===== src/rtl/itrace_view_filter.sv =====
module itrace_view_filter #(
  parameter int ADDR_W    = 64,
  parameter int NUM_PAIRS = 8,
  parameter int REG_AW    = 8,
  parameter int DATA_W    = 64
) (
  input  logic              clk,
  input  logic              rst_n,
  input  logic              wr_en,
  input  logic [REG_AW-1:0] wr_addr,
  input  logic [DATA_W-1:0] wr_data,
  input  logic              ins_valid,
  input  logic [ADDR_W-1:0] ins_addr,
  input  logic [1:0]        ins_el,
  input  logic              ins_ns,
  output logic              trace_en,
  output logic              idle,
  output logic              ss_started
);
  localparam int NUM_CMP  = 2 * NUM_PAIRS;
  localparam int STOP_LSB = 16;
  localparam int VAL_BASE = 16;
  localparam int ACC_BASE = 32;
  localparam logic [REG_AW-1:0] A_RUN  = REG_AW'(0);
  localparam logic [REG_AW-1:0] A_VIEW = REG_AW'(1);
  localparam logic [REG_AW-1:0] A_INCL = REG_AW'(2);
  localparam logic [REG_AW-1:0] A_SSEL = REG_AW'(3);

  logic                 en_q, run_q, ss_q, trace_q;
  logic [7:0]           evsel_q;
  logic [NUM_PAIRS-1:0] incl_q, in_rng;
  logic [NUM_CMP-1:0]   start_q, stop_q, allowed, hit_eq;
  logic [ADDR_W-1:0]    cmp_val [NUM_CMP];
  logic [7:0]           cmp_acc [NUM_CMP];

  wire cfg_wr = wr_en && !en_q;

  always_ff @(posedge clk or negedge rst_n) begin
    if (!rst_n) begin
      en_q    <= 1'b0;
      run_q   <= 1'b0;
      evsel_q <= 8'd1;
      incl_q  <= NUM_PAIRS'(1);
      start_q <= '0;
      stop_q  <= '0;
    end else begin
      run_q <= en_q;
      if (wr_en && wr_addr == A_RUN) en_q <= wr_data[0];
      if (cfg_wr && wr_addr == A_VIEW) evsel_q <= wr_data[7:0];
      if (cfg_wr && wr_addr == A_INCL) incl_q <= wr_data[NUM_PAIRS-1:0];
      if (cfg_wr && wr_addr == A_SSEL) begin
        start_q <= wr_data[NUM_CMP-1:0];
        stop_q  <= wr_data[STOP_LSB +: NUM_CMP];
      end
    end
  end

  for (genvar i = 0; i < NUM_CMP; i++) begin : g_cmp
    always_ff @(posedge clk or negedge rst_n) begin
      if (!rst_n) begin
        cmp_val[i] <= (i == 1) ? '1 : '0;
        cmp_acc[i] <= '0;
      end else begin
        if (cfg_wr && wr_addr == REG_AW'(VAL_BASE + i)) cmp_val[i] <= wr_data[ADDR_W-1:0];
        if (cfg_wr && wr_addr == REG_AW'(ACC_BASE + i)) cmp_acc[i] <= wr_data[15:8];
      end
    end
    assign allowed[i] = !cmp_acc[i][{ins_ns, ins_el}];
    assign hit_eq[i]  = allowed[i] && (ins_addr == cmp_val[i]);
  end

  for (genvar k = 0; k < NUM_PAIRS; k++) begin : g_pair
    assign in_rng[k] = allowed[2*k] && allowed[2*k+1] &&
                       (ins_addr >= cmp_val[2*k]) && (ins_addr <= cmp_val[2*k+1]);
  end

  wire start_hit = |(hit_eq & start_q);
  wire stop_hit  = |(hit_eq & stop_q);
  wire ss_used   = |{start_q, stop_q};
  wire incl_ok   = (incl_q == '0) || |(in_rng & incl_q);
  wire ss_ok     = !ss_used || ss_q;
  wire event_ok  = (evsel_q == 8'd1);
  wire beat      = en_q && ins_valid;

  always_ff @(posedge clk or negedge rst_n) begin
    if (!rst_n) begin
      ss_q    <= 1'b1;
      trace_q <= 1'b0;
    end else begin
      trace_q <= beat && event_ok && incl_ok && ss_ok;
      if (cfg_wr && wr_addr == A_VIEW) ss_q <= wr_data[9];
      else if (beat && ss_used) begin
        if (stop_hit)       ss_q <= 1'b0;
        else if (start_hit) ss_q <= 1'b1;
      end
    end
  end

  assign trace_en   = trace_q;
  assign idle       = !run_q;
  assign ss_started = ss_q;

  AST_IDLE_AFTER_STOP: assert property (@(posedge clk) disable iff (!rst_n)
    !en_q |=> idle);
  AST_TRACE_NEEDS_BEAT: assert property (@(posedge clk) disable iff (!rst_n)
    trace_en |-> $past(en_q && ins_valid));
  AST_START_SETS: assert property (@(posedge clk) disable iff (!rst_n)
    beat && start_hit && !stop_hit |=> ss_started);
  AST_STOP_WINS: assert property (@(posedge clk) disable iff (!rst_n)
    beat && stop_hit |=> !ss_started);
  AST_SS_HELD_STOPPED: assert property (@(posedge clk) disable iff (!rst_n)
    !en_q && !(wr_en && wr_addr == A_VIEW) |=> $stable(ss_started));
  AST_CFG_FROZEN_RUNNING: assert property (@(posedge clk) disable iff (!rst_n)
    en_q |=> $stable(incl_q) && $stable(evsel_q) && $stable(start_q) && $stable(stop_q));
endmodule


===== config.mk =====
export PLATFORM = sky130hd
export DESIGN_NAME = itrace_view_filter
export DESIGN_NICKNAME = d
export VERILOG_FILES = /design/src/rtl/itrace_view_filter.sv
export SDC_FILE = /design/constraint.sdc
export NUM_CORES = 2
export LEC_CHECK = 0
export BUFFER_PORTS_ARGS = -buffer_cell sky130_fd_sc_hd__buf_2
export CAP_MARGIN = 20
export CORE_ASPECT_RATIO = 1.5
export CORE_MARGIN = 8
export CORE_UTILIZATION = 50
export DETAILED_ROUTE_END_ITERATION = 16
export PLACE_DENSITY_LB_ADDON = 0.15
export SLEW_MARGIN = 40
export SYNTH_ARGS = -nofsm -noshare
export SYNTH_HDL_FRONTEND = slang
export SYNTH_SLANG_ARGS = --single-unit

===== constraint.sdc =====
create_clock -name clk -period 2.6 [get_ports clk]
set_input_delay 0 -clock clk [delete_from_list [all_inputs] [get_ports clk]]
set_output_delay 0 -clock clk [all_outputs]
set_load 0.02 [all_outputs]

Word-level counts from Yosys, hierarchy flattened
Index checks and enable logic that the tools add are counted.
{ "totals": {"rom_bits": 0, "ram_bits": 0, "inputBits": 143, "word_cells": 260, "regBits": 1204, "output_inout_bits": 3, "memories": 0, "latch_bits": 0} }
{ "classes": {"n_div": 0, "eq_ne": 52, "add_sub_neg": 0, "multipliers": 0, "n_lt_le_gt_ge": 17, "bitwise_logic": 3, "n_mux": 36, "shifts": 0, "reduce_logical": 112} }
{ "ops": {"columns": ["cell", "n"], "rows": [
  ["64-bit == test", 16],
  ["64-bit >= comparator", 8],
  ["64-bit less-or-equal comparator", 8],
  ["8-bit by 5-bit == test with 1-bit output, second input constant", 16],
  ["8-bit by 6-bit == test with 1-bit output, second input constant", 16],
  ["1-bit logical AND", 82],
  ["1-bit binary-select mux with 3-bit select", 16],
  ["16-bit bitwise AND", 2],
  ["16-bit OR reduction", 2],
  ["32-bit OR reduction", 1],
  ["1-bit 2-to-1 mux", 20],
  ["1-bit logical NOT", 19],
  ["8-bit by 1-bit == test with 1-bit output, second input constant", 2],
  ["8-bit by 2-bit == test with 1-bit output, second input constant", 2],
  ["8-bit logical NOT", 2],
  ["8-bit bitwise AND", 1],
  ["8-bit OR reduction", 1],
  ["3-bit by 4-bit less-than comparator with 1-bit output, second input constant", 1],
  ["3-bit nonzero test", 1],
  ["1-bit logical OR", 2],
  ["2-bit AND reduction", 1],
  ["2-bit nonzero test", 1]
]} }

Depth between registers and ports, before layout
{ "depth": {"ltp_word": 11, "ltp_mapped": 12, "ltp_nobuf": 11} }

Worst setup path before layout
OpenSTA, ideal clock, no wires.
{ "synth_path": {"path_kind": "register to register", "from": "register cmp_val[461] (netlist name)", "to": "register trace_q (netlist: trace_en)", "n_path_buf": 0, "path_slack_ns": -0.159, "setup_time_ns": 0.140, "t_required_ns": 2.460, "synth_period_minus_slack_ns": 2.759, "t_arrival_ns": 2.619, "path_stages_with_launch": 12, "path_cell_list": "dfrtp_1 > inv_1 > ha_1 > a211oi_2 > nor2_1 > or3_1 > or4_1 > a311o_1 > a21o_1 > a21o_1 > a211oi_2 > a31oi_1"} }
{ "synth_between": {"elab_chain_len": 8} }
{ "synth_rtl": {"columns": ["element", "line", "source"], "rows": [
  ["from (decl)", "33", "logic [ADDR_W-1:0] cmp_val [NUM_CMP];"],
  ["from (signal, indexed assignment)", "61", "cmp_val[i] <= (i == 1) ? '1 : '0;"],
  ["from (signal, indexed assignment)", "64", "if (cfg_wr && wr_addr == REG_AW'(VAL_BASE + i)) cmp_val[i] <= wr_data[ADDR_W-1:0];"],
  ["64-bit >= comparator", "74", "(ins_addr >= cmp_val[2*k]) && (ins_addr <= cmp_val[2*k+1]);"],
  ["1-bit logical AND", "73", "assign in_rng[k] = allowed[2*k] && allowed[2*k+1] &&"],
  ["1-bit logical AND", "74", null],
  ["8-bit bitwise AND", "80", "wire incl_ok = (incl_q == '0) || |(in_rng & incl_q);"],
  ["8-bit OR reduction", "80", null],
  ["1-bit logical OR", "80", null],
  ["1-bit logical AND (2 in series)", "90", "trace_q <= beat && event_ok && incl_ok && ss_ok;"],
  ["to (signal assigned)", "90", null],
  ["to (decl)", "29", "logic en_q, run_q, ss_q, trace_q;"]
]} }
No other way between the ends.
A chain may end at the register's enable or synchronous reset.

Worst setup path in the final report
{ "layout_path": {"from": "register cmp_val[667] (netlist name)", "to": "register trace_q (netlist: trace_en)"} }
{ "layout_between": {"elab_chain_len": 7} }
{ "layout_rtl": {"columns": ["element", "line"], "rows": [
  ["64-bit less-or-equal comparator", "74"],
  ["1-bit logical AND", "74"],
  ["8-bit bitwise AND", "80"],
  ["8-bit OR reduction", "80"],
  ["1-bit logical OR", "80"],
  ["1-bit logical AND (2 in series)", "90"]
]} }
No other way between the ends.

==> impl_metrics.env <==
export IMPL_status="complete, but fails checks"
export IMPL_violations="setup timing"
export IMPL_grt_pass1_wl_microns=347900
export IMPL_power_leakage_nw=42.38
export IMPL_synthTopCellsByCount="dfrtp_1, inv_1, ha_1"
export IMPL_cts_tree="built"
export IMPL_crit_arrival_ns=4.07
export IMPL_rsz0062_at_grt="true"
export IMPL_drv_cap=0
export IMPL_viasPerCell=5.696
export IMPL_whs_ns=0.2170
export IMPL_grt_max_degree=112
export IMPL_first_iter_violations=3296
export IMPL_core_area_sq_mm=0.1425
export IMPL_fin_ws_ns=-0.7593
export IMPL_wl_microns=230200
export IMPL_clockPowerShare=0.408
export IMPL_fin_crit_ns=3.359
export IMPL_final_setup_tns_ns=-1.464
export IMPL_post_route_period_util=1.292
export IMPL_worstSetupStartpointType="flip-flop"
export IMPL_ff2ff_path_depth=13
export IMPL_clk_latency_ns=0.80
export IMPL_maxSlewViolCount=0
export IMPL_max_stage_delay_ns=0.53
export IMPL_worst_slew_pin_slew_ns=0.7676
export IMPL_r2r_slack_ns=-0.76
export IMPL_io_pins=146
export IMPL_drtAntennaViolNets=0
export IMPL_fin_cells=9576
export IMPL_cp_required_ns=3.31
export IMPL_r2r_start="cmp_val[667]"
export IMPL_first_pass_iters=6
export IMPL_switchingPower_mw=12.84
export IMPL_min_from="ins_ns"
export IMPL_yosys_warnings=0
export IMPL_ys_types=67
export IMPL_numCtsBuffers=130
export IMPL_drive_above_1_share=0.2865
export IMPL_nFillCells=11880
export IMPL_fin_skew_ns=0.01948
export IMPL_drcViolationCount=0
export IMPL_ir_drop_v=0.0008043
export IMPL_synth_top_area_cell="dfrtp_1"
export IMPL_async_flop_share=1.000
export IMPL_clk_pin_slew_ns=0.06
export IMPL_reg2reg_to="trace_en"
export IMPL_p_per_area_mw_per_mm2=548.8
export IMPL_ys_seq_elements=1204
export IMPL_synthFlopType="dfrtp_1"
export IMPL_die_x_microns=324.7
export IMPL_grt_pass1_vias=56500
export IMPL_critical_path_endpoint_type="flip-flop"
export IMPL_globalplace_congestion=0.9760
export IMPL_dpl_cell_area_sq_mm=0.08030
export IMPL_antenna_found_initial=6
export IMPL_port_buffers=145
export IMPL_ys_seq_area_frac=0.4227
export IMPL_power_frac_comb=0.162
export IMPL_die_h_microns=479.1
export IMPL_synth_cells=6723
export IMPL_p_seq_frac=0.430
export IMPL_relSlewSlack=0.4864
export IMPL_grt_overflow=0
export IMPL_fin_area_sq_mm=0.08569
export IMPL_path_cells="inv_1, ha_1, buf_4, a21oi_1, o21ai_0, a2111oi_0, a211oi_1, buf_4, o41ai_2, o211ai_1, a21oi_1, a211oi_2, a31oi_1"
export IMPL_synth_area_top_cells="dfrtp_1, ha_1, mux2_2, inv_1, a21oi_1"
export IMPL_crit_path_max_fanout=2
export IMPL_vias=54550
export IMPL_synth_top_cell_area_share=0.3981
export IMPL_cp_num_cells=13
export IMPL_timing_fmax_ghz=0.2977
export IMPL_synth_edff_count=0
export IMPL_path_buf_inv=3
export IMPL_syn_num_nets=7890
export IMPL_synth_area_sq_mm=0.07147
export IMPL_worstHoldPathType="primary input to flip-flop"
export IMPL_die_area_sq_mm=0.1556
export IMPL_path_class="flip-flop to flip-flop"
export IMPL_hold_path_end="trace_en"
export IMPL_cp_slowest_cell="o41ai_2"
export IMPL_track_usage=0.2939
export IMPL_clock_sinks=1204
export IMPL_nets=8742
export IMPL_hold_viol=0
export IMPL_layout_area_overhead_vs_synth_pct=19.89
export IMPL_crit_family="compound AO/OA/AOI/OAI gates"
export IMPL_switching_share=0.2730
export IMPL_setup_violations_final=2
export IMPL_holdPathStages=7
export IMPL_htreeDepth=4
export IMPL_avgSynthCellArea_sq_um=10.63
export IMPL_clk_path_buf_depth=3
export IMPL_wire_per_inst_microns=24.04
export IMPL_ctsRootBufferMaster="clkbuf_16"
export IMPL_p_int_mw=34.19
export IMPL_initial_utilization=0.5015
export IMPL_hpwl_microns=170800
export IMPL_yosysMostFrequentCell="dfrtp_1"
export IMPL_dp_cells=9254
export IMPL_rows=170
==> tightest hold or removal path, delay by kind of cell <==
family,cells,cell delay [ns]
AOI/OAI and AO/OA,3,0.26
muxes,1,0.32
and+or+nand+nor,2,0.15
buffers and inverters,1,0.23
==> through the flow <==
stage	total power [mW]	util	worst slack, ns
final	47.03	0.6013	-0.7593
after global routing	49.08	0.6013	-0.7361
after CTS	47.41	0.6004	-0.7094
after detailed placement	28.00	0.5635	-0.9830
after global placement	27.71	0.5632	-0.9363
after floorplan	24.32	-	-0.05737
==> state kept, by name (all words and copies together), names as in the netlist <==
register,flops
cmp_acc,128
cmp_val,1024
stop_q,16
trace_en,1
evsel_q,8
start_q,16
ss_started,1
run_q,1
en_q,1
incl_q,8
==> kinds of logic (layout without fill, tap and decap cells) <==
logic type	after synthesis	in the layout	share of synthesized area
adder cells (fa/ha/maj)	1024	1024	0.1793
AND/OR/NAND/NOR	1103	1103	0.07604
flip-flops	1204	1204	0.4227
multiplexers	998	998	0.1622
AO/OA/AOI/OAI	1113	1113	0.09199
other	0	4	0
buffers and inverters	1281	2238	0.06785
==> cell type report <==
type / instances / area, sq um / area share
flip-flops and latches: 1204 / 30210 / 0.3526
inverters: 1048 / 3934 / 0.04591
diodes: 4 / 10.01 / 0.0001168
clock inverters: 50 / 546.8 / 0.006381
multi-input cells: 4238 / 36780 / 0.4292
well taps: 1892 / 2367 / 0.02762
repair buffers: 953 / 7998 / 0.09333
clock buffers: 187 / 3844 / 0.04485
==> power groups by stage <==
stage | sequential (mW) | clock [mW] | combinational, mW
after floorplan | 20.4 | 0 | 3.89
after global placement | 20.5 | 0 | 7.20
after CTS | 20.2 | 19.6 | 7.61
after detailed placement | 20.6 | 0 | 7.45
final | 20.2 | 19.2 | 7.60
after global routing | 20.3 | 20.3 | 8.49
==> timing repair <==
action,in CTS,in global routing
resized for setup,14,13
hold buffers,79,0
hold endpoints to repair,2363,0
endpoints found under the setup margin,2,85
pin swaps,10,4
buffers inserted,1,2
==> per-layer routing <==
metal  part of all wire  GRT usage
met1               0.39     0.3378
met2               0.50     0.5187
met3              0.041    0.04035
met4              0.070     0.1772
met5           0.000074          0
==> cells in the final DEF (no fill, tap or decap), types with 135 or more instances in the layout <==
cell type and n:
buf_2 136, buf_4 660, inv_1 1046, ha_1 1020, a21oi_1 381, nand4_1 221
o21ai_0 382, mux2_2 958, dfrtp_1 1137, nand2_1 454, clkbuf_16 135, a21o_1 153
==> how the worst max path moves through the flow <==
stage | start | endpoint
2_1_floorplan | cmp_val[459] | trace_en
3_3_place_gp | cmp_val[175] | ss_started
3_5_place_dp | ins_addr[27] | trace_en
4_1_cts | cmp_val[174] | ss_started
5_1_grt | cmp_val[667] | trace_en
6_report | cmp_val[667] | trace_en
No activity file was read; power rests on OpenSTA's default activity.
